**src/rtl/spi_mf_pkg.sv**
```systemverilog
// Package: shared constants for the SPI master block.
// Assumes an 8-bit status/control layout placed from the top bit down.
package spi_mf_pkg;
    localparam int ADDR_STATUS = 0;
    localparam int ADDR_DATA   = 1;
    // Bit offsets measured from the most significant bit of a register.
    localparam int OFS_RXF = 0;
    localparam int OFS_TXE = 1;
    localparam int OFS_IE  = 2;
endpackage

```
**src/rtl/spi_mf_baud.sv**
```systemverilog
// Module: serial clock tick generator.
// Emits one tick every 2^(2*rate) bus cycles while run is high; each tick
// is one half period of the serial clock. Counter clears when run is low.
module spi_mf_baud #(
    parameter int RATE_W = 2
) (
    input  logic              clk,
    input  logic              rst_n,
    input  logic              run,
    input  logic [RATE_W-1:0] rate,
    output logic              tick
);
    localparam int HALF_LOG_MAX = 2 * ((1 << RATE_W) - 1);
    localparam int CNT_W        = HALF_LOG_MAX + 1;

    logic [CNT_W-1:0] cnt;
    logic [CNT_W-1:0] half_m1;

    // Terminal count for the selected half period.
    always_comb begin
        half_m1 = (CNT_W'(1) << {rate, 1'b0}) - CNT_W'(1);
        tick    = run && (cnt == half_m1);
    end

    // Half-period counter, restarts at every tick and when idle.
    always_ff @(posedge clk) begin
        if (!rst_n || !run)
            cnt <= '0;
        else if (tick)
            cnt <= '0;
        else
            cnt <= cnt + CNT_W'(1);
    end
endmodule

```
**src/rtl/spi_mf_shift.sv**
```systemverilog
// Module: mode-0 shift engine, MSB first.
// On load it takes a byte and starts; rising clock ticks sample miso,
// falling ticks shift. done pulses combinationally on the final falling
// tick, with rx_next holding the completed received byte.
module spi_mf_shift #(
    parameter int DATA_W = 8
) (
    input  logic              clk,
    input  logic              rst_n,
    input  logic              load,
    input  logic [DATA_W-1:0] load_data,
    input  logic              tick,
    input  logic              miso,
    output logic              busy,
    output logic              sck,
    output logic              mosi,
    output logic              done,
    output logic [DATA_W-1:0] rx_next
);
    localparam int BIT_W = $clog2(DATA_W);

    logic [DATA_W-1:0] sr;
    logic [BIT_W-1:0]  bitcnt;
    logic              samp;
    logic              last;

    // Completion decode and next shift value.
    always_comb begin
        last    = (bitcnt == BIT_W'(DATA_W - 1));
        done    = busy && tick && sck && last;
        rx_next = {sr[DATA_W-2:0], samp};
        mosi    = sr[DATA_W-1];
    end

    // Shift state: load, sample on rise, shift on fall.
    always_ff @(posedge clk) begin
        if (!rst_n) begin
            sr     <= '0;
            bitcnt <= '0;
            samp   <= 1'b0;
            sck    <= 1'b0;
            busy   <= 1'b0;
        end else if (load) begin
            sr     <= load_data;
            bitcnt <= '0;
            sck    <= 1'b0;
            busy   <= 1'b1;
        end else if (busy && tick) begin
            if (!sck) begin
                sck  <= 1'b1;
                samp <= miso;
            end else begin
                sck    <= 1'b0;
                sr     <= rx_next;
                bitcnt <= bitcnt + BIT_W'(1);
                if (last)
                    busy <= 1'b0;
            end
        end
    end
endmodule

```
**src/rtl/spi_mf_regs.sv**
```systemverilog
// Module: bus registers and flags.
// Holds the transmit buffer, receive register, control bits and the
// receive-full / transmit-empty flags with their access-order clear rules.
// Assumes single-cycle read and write strobes.
module spi_mf_regs
    import spi_mf_pkg::*;
#(
    parameter int DATA_W = 8,
    parameter int RATE_W = 2
) (
    input  logic              clk,
    input  logic              rst_n,
    input  logic              addr,
    input  logic              wr,
    input  logic              rd,
    input  logic [DATA_W-1:0] wdata,
    output logic [DATA_W-1:0] rdata,
    input  logic              busy,
    input  logic              done,
    input  logic [DATA_W-1:0] rx_next,
    output logic              load,
    output logic [DATA_W-1:0] load_data,
    output logic [RATE_W-1:0] rate,
    output logic              ie,
    output logic              rx_full,
    output logic              tx_empty,
    output logic              irq
);
    logic [DATA_W-1:0] tx_buf;
    logic [DATA_W-1:0] rx_reg;
    logic [DATA_W-1:0] status;
    logic              armed;
    logic              wr_data, rd_data, rd_stat;

    // Access decode, status image and load request.
    always_comb begin
        wr_data   = wr && (addr == 1'(ADDR_DATA));
        rd_data   = rd && (addr == 1'(ADDR_DATA));
        rd_stat   = rd && (addr == 1'(ADDR_STATUS));
        status    = '0;
        status[DATA_W-1-OFS_RXF] = rx_full;
        status[DATA_W-1-OFS_TXE] = tx_empty;
        status[DATA_W-1-OFS_IE]  = ie;
        status[RATE_W-1:0]       = rate;
        rdata     = (addr == 1'(ADDR_DATA)) ? rx_reg : status;
        load      = !busy && !tx_empty;
        load_data = tx_buf;
        irq       = rx_full && ie;
    end

    // Control bits written through the status location.
    always_ff @(posedge clk) begin
        if (!rst_n) begin
            rate <= '0;
            ie   <= 1'b0;
        end else if (wr && (addr == 1'(ADDR_STATUS))) begin
            rate <= wdata[RATE_W-1:0];
            ie   <= wdata[DATA_W-1-OFS_IE];
        end
    end

    // Transmit buffer and transmit-empty flag; a write beats a same-cycle load.
    always_ff @(posedge clk) begin
        if (!rst_n) begin
            tx_buf   <= '0;
            tx_empty <= 1'b1;
        end else if (wr_data) begin
            tx_buf   <= wdata;
            tx_empty <= 1'b0;
        end else if (load) begin
            tx_empty <= 1'b1;
        end
    end

    // Receive register, receive-full flag and the armed clear step.
    always_ff @(posedge clk) begin
        if (!rst_n) begin
            rx_reg  <= '0;
            rx_full <= 1'b0;
            armed   <= 1'b0;
        end else begin
            if (done)
                rx_reg <= rx_next;
            if (done)
                rx_full <= 1'b1;
            else if (rd_data && armed)
                rx_full <= 1'b0;
            if (rd_data)
                armed <= 1'b0;
            else if (rd_stat && rx_full)
                armed <= 1'b1;
        end
    end
endmodule

```
**src/rtl/spi_master_flags.sv**
```systemverilog
// Module: SPI master top level.
// Wires the register file, tick generator and shift engine together.
// Assumes a bus master issuing one-cycle strobes on bus_wr / bus_rd.
module spi_master_flags #(
    parameter int DATA_W = 8,
    parameter int RATE_W = 2
) (
    input  logic              clk,
    input  logic              rst_n,
    input  logic              bus_addr,
    input  logic              bus_wr,
    input  logic              bus_rd,
    input  logic [DATA_W-1:0] bus_wdata,
    output logic [DATA_W-1:0] bus_rdata,
    output logic              spi_sck,
    output logic              spi_mosi,
    input  logic              spi_miso,
    output logic              irq
);
    logic              busy, done, load, tick, ie, rx_full, tx_empty;
    logic [DATA_W-1:0] rx_next, load_data;
    logic [RATE_W-1:0] rate;

    spi_mf_regs #(.DATA_W(DATA_W), .RATE_W(RATE_W)) i_regs (
        .clk(clk), .rst_n(rst_n), .addr(bus_addr), .wr(bus_wr), .rd(bus_rd),
        .wdata(bus_wdata), .rdata(bus_rdata), .busy(busy), .done(done),
        .rx_next(rx_next), .load(load), .load_data(load_data), .rate(rate),
        .ie(ie), .rx_full(rx_full), .tx_empty(tx_empty), .irq(irq)
    );

    spi_mf_baud #(.RATE_W(RATE_W)) i_baud (
        .clk(clk), .rst_n(rst_n), .run(busy), .rate(rate), .tick(tick)
    );

    spi_mf_shift #(.DATA_W(DATA_W)) i_shift (
        .clk(clk), .rst_n(rst_n), .load(load), .load_data(load_data),
        .tick(tick), .miso(spi_miso), .busy(busy), .sck(spi_sck),
        .mosi(spi_mosi), .done(done), .rx_next(rx_next)
    );
endmodule

```
**config.mk**
```make
export PLATFORM = sky130hd
export DESIGN_NAME = spi_master_flags
export DESIGN_NICKNAME = d
export VERILOG_FILES = /design/src/rtl/spi_mf_pkg.sv /design/src/rtl/spi_mf_baud.sv /design/src/rtl/spi_mf_shift.sv /design/src/rtl/spi_mf_regs.sv /design/src/rtl/spi_master_flags.sv
export SDC_FILE = /design/constraint.sdc
export NUM_CORES = 1
export LEC_CHECK = 0
export ABC_CLOCK_PERIOD_IN_PS = 5600
export BUFFER_PORTS_ARGS = -buffer_cell sky130_fd_sc_hd__buf_2
export CAP_MARGIN = 20
export CORE_AREA = 3 3 60 62
export DETAILED_ROUTE_END_ITERATION = 7
export DIE_AREA = 0 0 63 65
export PLACE_DENSITY = 0.81
export SETUP_SLACK_MARGIN = 0.5
export SLEW_MARGIN = 5
export SYNTH_ARGS = -nofsm -noshare
export SYNTH_HDL_FRONTEND = slang
export SYNTH_HIERARCHICAL = 1
export SYNTH_SLANG_ARGS = --single-unit
```
**constraint.sdc**
```tcl
create_clock -name clk -period 5.6 [get_ports clk]
set_clock_uncertainty 0.2 [all_clocks]
set_input_delay 0.84 -clock clk [delete_from_list [all_inputs] [get_ports clk]]
set_output_delay 0.84 -clock clk [all_outputs]
set_load 0.01 [all_outputs]
```
==> results of run 1 <==
==> power by group <==
part | total (mW) | leakage, nW | internal [mW] | switching [mW]
sequential | 0.321 | 0.349 | 0.314 | 0.00712
combinational | 0.0407 | 0.422 | 0.0167 | 0.0240
clock | 0.146 | 0.0282 | 0.0485 | 0.0975
==> cell usage after synthesis (2+ instances only) <==
cell type  count
o21ai_0       10
dfxtp_1       43
mux2i_1       14
nand2_1       33
mux2_2         5
buf_2          5
buf_6          2
xnor2_1        4
and3_1         2
a21oi_1       19
nand2b_1       2
inv_1          2
nor3_1         6
ha_1           4
nand3_1        5
nand4_1        6
nor2_1        13
xor2_1         6
o21ai_1        6
and2_1         5
==> critical path, stage by stage (launching register included) <==
cell      delay, ps
dfxtp_1         380
or2_2           310
ha_1            300
xor2_1          130
nand4b_1        160
a31oi_4         310
and3_1          450
and2_1          540
o21ai_0         170
a41oi_1         180
==> per-stage QoR <==
| step | setup WS (ps) | hold slack, ps |
|---|---|---|
| floorplan | 3010 | 225 |
| global placement | 2490 | 234 |
| detailed placement | 2410 | 239 |
| CTS | 2390 | 257 |
| global route | 2130 | 280 |
| finish | 2410 | 256 |
==> layout make-up <==
| type | instances | area share |
|---|---|---|
| multi-input combinational | 153 | 0.462 |
| tap | 44 | 0.0269 |
| sequential | 43 | 0.421 |
| timing repair buffer | 24 | 0.0587 |
| inverter | 3 | 0.00550 |
| clock inverter | 2 | 0.00611 |
| clock buffer | 6 | 0.0202 |
==> cells by family after synthesis <==
kind of cell               Yosys count
xor gates and xnor gates            10
muxes                               19
DFF                                 43
adders and majority gates            4
AOI/OAI and AO/OA                   40
and+or+nand+nor                     80
buffers and inverters               13
==> worst min path at each step <==
stage	startpoint	to	slack, ps	depth (start not counted)
finish	i_regs/load_data[6]	i_regs/load_data[6]	260	2
global route	i_regs/load_data[2]	i_regs/load_data[2]	280	2
CTS	i_regs/load_data[2]	i_regs/load_data[2]	260	2
detailed placement	i_regs/load_data[6]	i_regs/load_data[6]	240	2
global placement	i_regs/load_data[6]	i_regs/load_data[6]	230	2
floorplan	i_regs/load_data[2]	i_regs/load_data[2]	220	2
==> metal layers <==
layer	wire (um)	up-vias
li1	-	769
met1	1770	665
met2	1590	29
met3	146	7
met4	62	0
met5	0	-
==> flow_summary.json, run 1 <==
{
  "path_clk_slew_ps": 130,
  "hold_path.class": "reg2reg",
  "drt-initial-drc-count": 63,
  "vias_per_cell": 5.35,
  "synthFlopType": "dfxtp_1",
  "grt_pass1_wl_um": 6530,
  "seqCellArea_um2": 861,
  "rsz0062_at_grt": "false",
  "dp_hpwl_um": 2570,
  "p_total_mw": 0.508,
  "ys_types": 37,
  "post-synth-top-area-fraction": 0.458,
  "setup_viol": 0,
  "synth-async-reset-ratio": 0,
  "die_h_um": 65,
  "grt_pass1_vias": 1465,
  "worst_slew_pin_slew_ps": 676,
  "dpl.cell_count": 267,
  "cts_setup_buffers": 0,
  "clockBufferDepth": 2,
  "yosys.area_share.simple": 0.204,
  "grt_util_all_layers": 0.200,
  "cts_resized": 0,
  "syn_nets": 227,
  "grt.overflow.total": 0,
  "r2r_setup_slack_ps": 2410,
  "seq_area_frac_synth": 0.458,
  "cp_data_required_time_ps": 5680,
  "grt_use_met2": 0.325,
  "nNetsFinal": 248,
  "grt.busiest_layer": "met2",
  "io_buffer_count": 24,
  "initial_core_util": 0.611,
  "core_mm2": 0.00308,
  "grt_util_met3": 0.0381,
  "cts_sinks": 43,
  "numCtsBuffers": 5,
  "leakage_nw": 0.800,
  "dr.pass1.iters": 4,
  "fmax_ghz": 0.313,
  "io_pins": 25,
  "synth.area.mux_share": 0.104,
  "endpoint": "i_regs/rx_full",
  "drc": 0,
  "clk_latency_ps": 350,
  "cts_root_buffer": "clkbuf_4",
  "vias": 1470,
  "crit_path_start_kind": "flip-flop",
  "pwr_density_cell_mw_per_mm2": 248,
  "critical_path.startpoint": "i_regs/rate[1]",
  "ctsHoldBuffers": 0,
  "die_area_mm2": 0.00410,
  "htreeDepth": 2,
  "synth_fa_ha_area_frac": 0.0266,
  "drtAntennaViolNets": 0,
  "avgSynthCellArea_um2": 9.00,
  "diodes": 0,
  "rr_worst_depth": 9,
  "synth_compound_area_frac": 0.121,
  "synth-edff-count": 0,
  "post-route-util": 0.665,
  "synthXorXnorAreaFrac": 0.0466,
  "yosys.area.top_type": "dfxtp_1",
  "postPlaceCellArea_mm2": 0.00199,
  "path_max_fanout": 12,
  "synth_top_family_by_area": "simple AND/OR/NAND/NOR gates",
  "final_max_slew_viol_count": 0,
  "status": "finished clean",
  "tns_ps": 0,
  "maxCapViolations": 0,
  "final_cell_mix": "43 x dfxtp_1, 33 x nand2_1, 24 x buf_2",
  "synthCells": 209,
  "rr_endpoint": "i_regs/rx_full",
  "multi_input_area_um2": 946,
  "tritoncts": "done",
  "reg2reg_from": "i_regs/rate[1]",
  "critPathCaptureType": "flip-flop",
  "met1_usage": 0.256,
  "mostFrequentLayoutCell": "dfxtp_1",
  "timing_worst_setup_path_type": "reg2reg",
  "syn_area_mm2": 0.00188,
  "peakVddDrop_mv": 0.179,
  "nFillCells": 261,
  "place.gp.congestion": 0.840,
  "fin_crit_sh": 0.570,
  "drive_above_1_share": 0.173,
  "antenna_found_initial": 0,
  "fin_crit_ps": 3190,
  "synth_area_leaders": "dfxtp_1 46%, mux2i_1 7.5%, nand2_1 6.6%",
  "area_growth_pct": 8.85,
  "critical_path_arrival_ps": 3270,
  "wl_per_cell_um": 13.0,
  "wirelength_um": 3570,
  "maxSlewHeadroom": 0.548,
  "grt_start_max_net_pins": 36,
  "fin_cells": 275,
  "rows": 20,
  "ys_ff_latch": 43,
  "design_area_mm2": 0.00205,
  "ys_warn_count": 6,
  "hold_violations": 0,
  "die_w_um": 63
}
Power figures use the tool's default switching activity.
==> run 2: changes to the inputs <==
--- a/config.mk
+++ b/config.mk
@@ -5,13 +5,13 @@
 export SDC_FILE = /design/constraint.sdc
 export NUM_CORES = 1
 export LEC_CHECK = 0
-export ABC_CLOCK_PERIOD_IN_PS = 5600
+export ABC_CLOCK_PERIOD_IN_PS = 3300
 export BUFFER_PORTS_ARGS = -buffer_cell sky130_fd_sc_hd__buf_2
 export CAP_MARGIN = 20
-export CORE_AREA = 3 3 60 62
+export CORE_AREA = 3 3 62 64
 export DETAILED_ROUTE_END_ITERATION = 7
-export DIE_AREA = 0 0 63 65
-export PLACE_DENSITY = 0.81
+export DIE_AREA = 0 0 65 67
+export PLACE_DENSITY = 0.77
 export SETUP_SLACK_MARGIN = 0.5
 export SLEW_MARGIN = 5
 export SYNTH_ARGS = -nofsm -noshare
==> constraint.sdc (replaced) <==
create_clock -name clk -period 3.3 [get_ports clk]
set_clock_uncertainty 0.2 [all_clocks]
set_input_delay 0.495 -clock clk [delete_from_list [all_inputs] [get_ports clk]]
set_output_delay 0.495 -clock clk [all_outputs]
set_load 0.01 [all_outputs]
==> flow_summary.json, run 2 (same netlist as run 1, synthesis figures left out) <==
{
  "final_max_slew_viol_count": 0,
  "fin_crit_ps": 2560,
  "mostFrequentLayoutCell": "dfxtp_1",
  "cts_root_buffer": "clkbuf_4",
  "peakVddDrop_mv": 0.310,
  "worst_slew_pin_slew_ps": 730,
  "drtAntennaViolNets": 0,
  "layout_setup_ws_ps": 743,
  "grt.overflow.total": 0,
  "die_h_um": 67,
  "status": "finished clean",
  "dp_slack_ps": 395,
  "final_cell_mix": "43 x dfxtp_1, 33 x nand2_1, 24 x buf_2",
  "grt_pass1_wl_um": 6040,
  "dpl.cell_count": 270,
  "pwr_density_cell_mw_per_mm2": 460,
  "rows": 21,
  "post-route-util": 0.635,
  "cp_data_required_time_ps": 3370,
  "diodes": 0,
  "tns_ps": 0,
  "power_frac_comb": 0.073,
  "grt_start_max_net_pins": 36,
  "rr_worst_depth": 9,
  "drt-initial-drc-count": 55,
  "path_max_fanout": 7,
  "p_seq_frac": 0.559,
  "dr.pass1.iters": 4,
  "drive_above_1_share": 0.196,
  "p_clk_frac": 0.368,
  "setup_viol": 0,
  "numCtsBuffers": 5,
  "wirelength_um": 3610,
  "tritoncts": "done",
  "core_mm2": 0.00334,
  "hold_end": "i_regs/armed",
  "internal-power_mw": 0.746,
  "critical_path_arrival_ps": 2630,
  "die_w_um": 65,
  "critical_path.startpoint": "i_regs/rate[1]",
  "fin_crit_sh": 0.775,
  "grt_util_all_layers": 0.182,
  "clockBufferDepth": 2,
  "drc": 0,
  "io_buffer_count": 24,
  "rsz0062_at_grt": "false",
  "htreeDepth": 2,
  "initial_core_util": 0.564,
  "leakage_nw": 0.841,
  "rr_endpoint": "i_regs/rx_reg[1]",
  "min_from": "bus_rd",
  "fin_cells": 281,
  "vias": 1506,
  "wl_per_cell_um": 12.9,
  "maxSlewHeadroom": 0.512,
  "critPathCaptureType": "flip-flop",
  "die_area_mm2": 0.00436,
  "io_pins": 25,
  "swShare": 0.234,
  "dp_hpwl_um": 2440,
  "place.gp.congestion": 0.789,
  "grt_pass1_vias": 1348,
  "cts_sinks": 43,
  "nNetsFinal": 252,
  "reg2reg_from": "i_regs/rate[1]",
  "hold_path.class": "in2reg",
  "area_growth_pct": 12.6,
  "clk_latency_ps": 360,
  "r2r_setup_slack_ps": 740,
  "path_clk_slew_ps": 130,
  "worstHoldPathCells": 2,
  "hold_violations": 0,
  "maxCapViolations": 0,
  "p_switching_mw": 0.228,
  "timing_worst_setup_path_type": "reg2reg",
  "antenna_found_initial": 0,
  "fmax_ghz": 0.391,
  "crit_path_start_kind": "flip-flop",
  "vias_per_cell": 5.36
}
-- run 2: cell count changes in the layout (fill, tap and decap cells not counted) --
cell        previous run  this run
clkbuf_1               1         0
clkinv_2               1         0
and2_2                 0         1
and2_4                 1         2
buf_4                  0         3
and2_1                 5         4
bufinv_16              0         1
inv_6                  0         1
clkinvlp_4             1         0
clkbuf_8               0         1
-- run 2: timing repair --
action | in CTS | in global routing
endpoints found under the setup margin | 9 | 11
resized for setup | 1 | 1
cloned | 0 | 1
pin swaps | 0 | 1
buffers inserted | 0 | 2
hold buffers | 0 | 0
-- run 2: power by group through the flow --
stage	clock, mW	sequential (mW)	combinational (mW)
after global placement	0	0.556	0.0682
after CTS	0.369	0.545	0.0698
after floorplan	0	0.553	0.0510
after global routing	0.388	0.547	0.0811
final	0.359	0.545	0.0708
after detailed placement	0	0.556	0.0694
-- run 2: final cells by class --
class | instances | area (um^2)
fillers | 305 | 1220
multi-input cells | 154 | 956
flip-flops and latches | 43 | 861
repair buffers | 27 | 143
well taps | 46 | 57.6
clock buffers | 6 | 51.3
clock inverters | 2 | 38.8
inverters | 3 | 11.3
-- run 2: critical path: stages, from the launching register on --
cell      delay [ps]
dfxtp_1          380
or2_2            310
ha_1             300
xor2_1           130
nand4b_1         160
a31oi_4          250
and3_1           240
and2_2           250
mux2i_1          200
nor2_1            50
-- run 2: worst max-delay path by stage --
stage | slack, ps | to | depth (start not counted)
after floorplan | 710 | i_regs/rx_reg[0] | 10
after global placement | 460 | i_regs/rx_full | 9
after detailed placement | 390 | i_regs/rx_full | 9
after CTS | 560 | i_regs/rx_full | 9
after global routing | 500 | i_regs/rx_full | 9
final | 740 | i_regs/rx_reg[1] | 9
-- run 2: stage by stage --
| stage | cell area, um^2 | hold WS [ps] | total power, mW |
|---|---|---|---|
| after floorplan | 1880 | 225 | 0.604 |
| after global placement | 2000 | 233 | 0.624 |
| after detailed placement | 2000 | 239 | 0.626 |
| after CTS | 2090 | 106 | 0.984 |
| after global routing | 2120 | 124 | 1.02 |
| final | 2120 | 126 | 0.974 |
-- run 2: routing by layer --
layer / vias up / routed length [um] / global-route usage
met5: - / 0 / 0
met4: 0 / 55 / 0.0739
met3: 6 / 154 / 0.0489
met2: 27 / 1630 / 0.284
met1: 696 / 1780 / 0.238
li1: 777 / - / -
==> run 3: changes to the inputs <==
--- a/config.mk
+++ b/config.mk
@@ -5,13 +5,13 @@
 export SDC_FILE = /design/constraint.sdc
 export NUM_CORES = 1
 export LEC_CHECK = 0
-export ABC_CLOCK_PERIOD_IN_PS = 3300
+export ABC_CLOCK_PERIOD_IN_PS = 2240
 export BUFFER_PORTS_ARGS = -buffer_cell sky130_fd_sc_hd__buf_2
 export CAP_MARGIN = 20
-export CORE_AREA = 3 3 62 64
+export CORE_AREA = 3 3 65 67
 export DETAILED_ROUTE_END_ITERATION = 7
-export DIE_AREA = 0 0 65 67
-export PLACE_DENSITY = 0.77
+export DIE_AREA = 0 0 68 70
+export PLACE_DENSITY = 0.73
 export SETUP_SLACK_MARGIN = 0.5
 export SLEW_MARGIN = 5
 export SYNTH_ARGS = -nofsm -noshare
==> constraint.sdc (replaced) <==
create_clock -name clk -period 2.24 [get_ports clk]
set_clock_uncertainty 0.2 [all_clocks]
set_input_delay 0.336 -clock clk [delete_from_list [all_inputs] [get_ports clk]]
set_output_delay 0.336 -clock clk [all_outputs]
set_load 0.01 [all_outputs]
==> flow_summary.json, run 3 (same netlist as run 1, synthesis figures left out) <==
{
  "status": "complete, but fails checks",
  "violations": "negative setup slack",
  "rr_worst_depth": 9,
  "rsz0062_at_grt": "true",
  "critical_path_arrival_ps": 2320,
  "crit_path_start_kind": "flip-flop",
  "setup_viol": 11,
  "maxCapViolations": 0,
  "antenna_found_initial": 0,
  "initial_core_util": 0.510,
  "postPlaceCellArea_mm2": 0.00209,
  "dp_slack_ps": -126,
  "drive_above_1_share": 0.260,
  "worst_slew_pin_slew_ps": 454,
  "final_cell_mix": "41 x dfxtp_1, 33 x nand2_1, 23 x buf_2",
  "grt.overflow.total": 0,
  "path_clk_slew_ps": 90,
  "nFillCells": 337,
  "design_area_mm2": 0.00226,
  "die_area_mm2": 0.00476,
  "fin_crit_ps": 2320,
  "place.gp.congestion": 0.774,
  "r2r_setup_slack_ps": -80,
  "grt_util_all_layers": 0.176,
  "htreeDepth": 2,
  "core_mm2": 0.00369,
  "wl_per_cell_um": 13.1,
  "dp_hpwl_um": 2590,
  "cts_sinks": 43,
  "vias": 1552,
  "hold_violations": 0,
  "cp_cell_sequence": "or2_4 > ha_4 > xor2_1 > nand4b_1 > a31oi_4 > and3_4 > and2_4 > mux2i_1 > nor2_1",
  "drtAntennaViolNets": 0,
  "reg2reg_from": "i_regs/rate[0]",
  "critPathCaptureType": "flip-flop",
  "numCtsBuffers": 5,
  "nNetsFinal": 263,
  "path_max_fanout": 6,
  "clk_latency_ps": 300,
  "dr.pass1.iters": 4,
  "area_growth_pct": 20.2,
  "layout_setup_ws_ps": -80.3,
  "io_pins": 25,
  "ctsHoldBuffers": 0,
  "maxSlewHeadroom": 0.697,
  "cts_root_buffer": "clkbuf_8",
  "hold_path.class": "in2reg",
  "diodes": 0,
  "grt_start_max_net_pins": 27,
  "grt_pass1_vias": 1371,
  "endpoint": "i_regs/rx_reg[5]",
  "leakage_nw": 0.895,
  "peakVddDrop_mv": 0.398,
  "cpPeakStageDelay_ps": 330,
  "mostFrequentLayoutCell": "dfxtp_1",
  "rows": 22,
  "cp_data_required_time_ps": 2240,
  "p_total_mw": 1.43,
  "rr_endpoint": "i_regs/rx_reg[5]",
  "clockBufferDepth": 2,
  "fmax_ghz": 0.431,
  "die_h_um": 70,
  "vias_per_cell": 5.28,
  "io_buffer_count": 24,
  "tns_ps": -575,
  "critPathSlowestCell": "dfxtp_2",
  "wirelength_um": 3850,
  "grt_pass1_wl_um": 6400,
  "pwr_density_cell_mw_per_mm2": 633,
  "drc": 0,
  "timing_worst_setup_path_type": "reg2reg",
  "die_w_um": 68,
  "critical_path.startpoint": "i_regs/rate[0]",
  "fin_crit_sh": 1.04,
  "drt-initial-drc-count": 95,
  "final_max_slew_viol_count": 0,
  "tritoncts": "done"
}
==> run 3: changes by cell type in the layout (fill, tap and decap cells not counted), moves of 2 or more <==
cell,previous run,this run
buf_4,3,12
buf_6,0,3
clkbuf_4,5,0
clkbuf_8,1,5
clkinv_4,0,2
dfxtp_1,43,41
dfxtp_2,0,2
o21ai_0,10,8
o21ai_2,0,2
==> run 3: how the worst min path moves through the flow <==
stage                        startpoint                  end  depth (start not counted)
global route                     bus_rd         i_regs/armed                          2
global placement    i_regs/load_data[3]  i_regs/load_data[3]                          2
floorplan           i_regs/load_data[2]  i_regs/load_data[2]                          2
finish                           bus_rd         i_regs/armed                          2
CTS                              bus_rd         i_regs/armed                          2
detailed placement  i_regs/load_data[7]  i_regs/load_data[7]                          2
==> run 3: routing by layer <==
layer,part of all wire,global-route usage
met5,0,0
met4,0.0080,0.0795
met3,0.038,0.0434
met2,0.46,0.255
met1,0.50,0.242
==> run 3: layout make-up <==
type | instances | area [um^2] | area share
clock buffers | 5 | 68.8 | 0.0305
well taps | 48 | 60.1 | 0.0266
inverters | 3 | 11.3 | 0.00498
multi-input cells | 154 | 992 | 0.439
clock inverters | 3 | 25.0 | 0.0111
repair buffers | 38 | 239 | 0.106
flip-flops and latches | 43 | 863 | 0.382
==> run 3: critical path: cells and delay by family (launching register included) <==
family | cells | cell delay, ps
fa+ha+maj | 1 | 260
flops | 1 | 330
compound gates | 1 | 210
xor+xnor | 1 | 140
mux | 1 | 210
simple gates | 5 | 880
==> run 3: repair_timing <==
action	CTS	global route
pin swaps	6	4
setup endpoints to repair	30	31
gates resized for setup	3	6
gates cloned	1	0
buffers inserted	3	2
hold endpoints to repair	0	0
==> run 3: stage by stage <==
step,util,hold slack [ps],instances
floorplan,-,225,209
global placement,0.567,234,280
detailed placement,0.567,240,280
CTS,0.602,35.8,292
global route,0.613,50.4,294
finish,0.613,52.8,294
==> run 3: power breakdown <==
part	internal [mW]	leakage, nW	total [mW]	switching (mW)
Clock	0.223	0.0443	0.506	0.283
Sequential	0.785	0.350	0.799	0.0143
Combinational	0.0561	0.501	0.124	0.0684
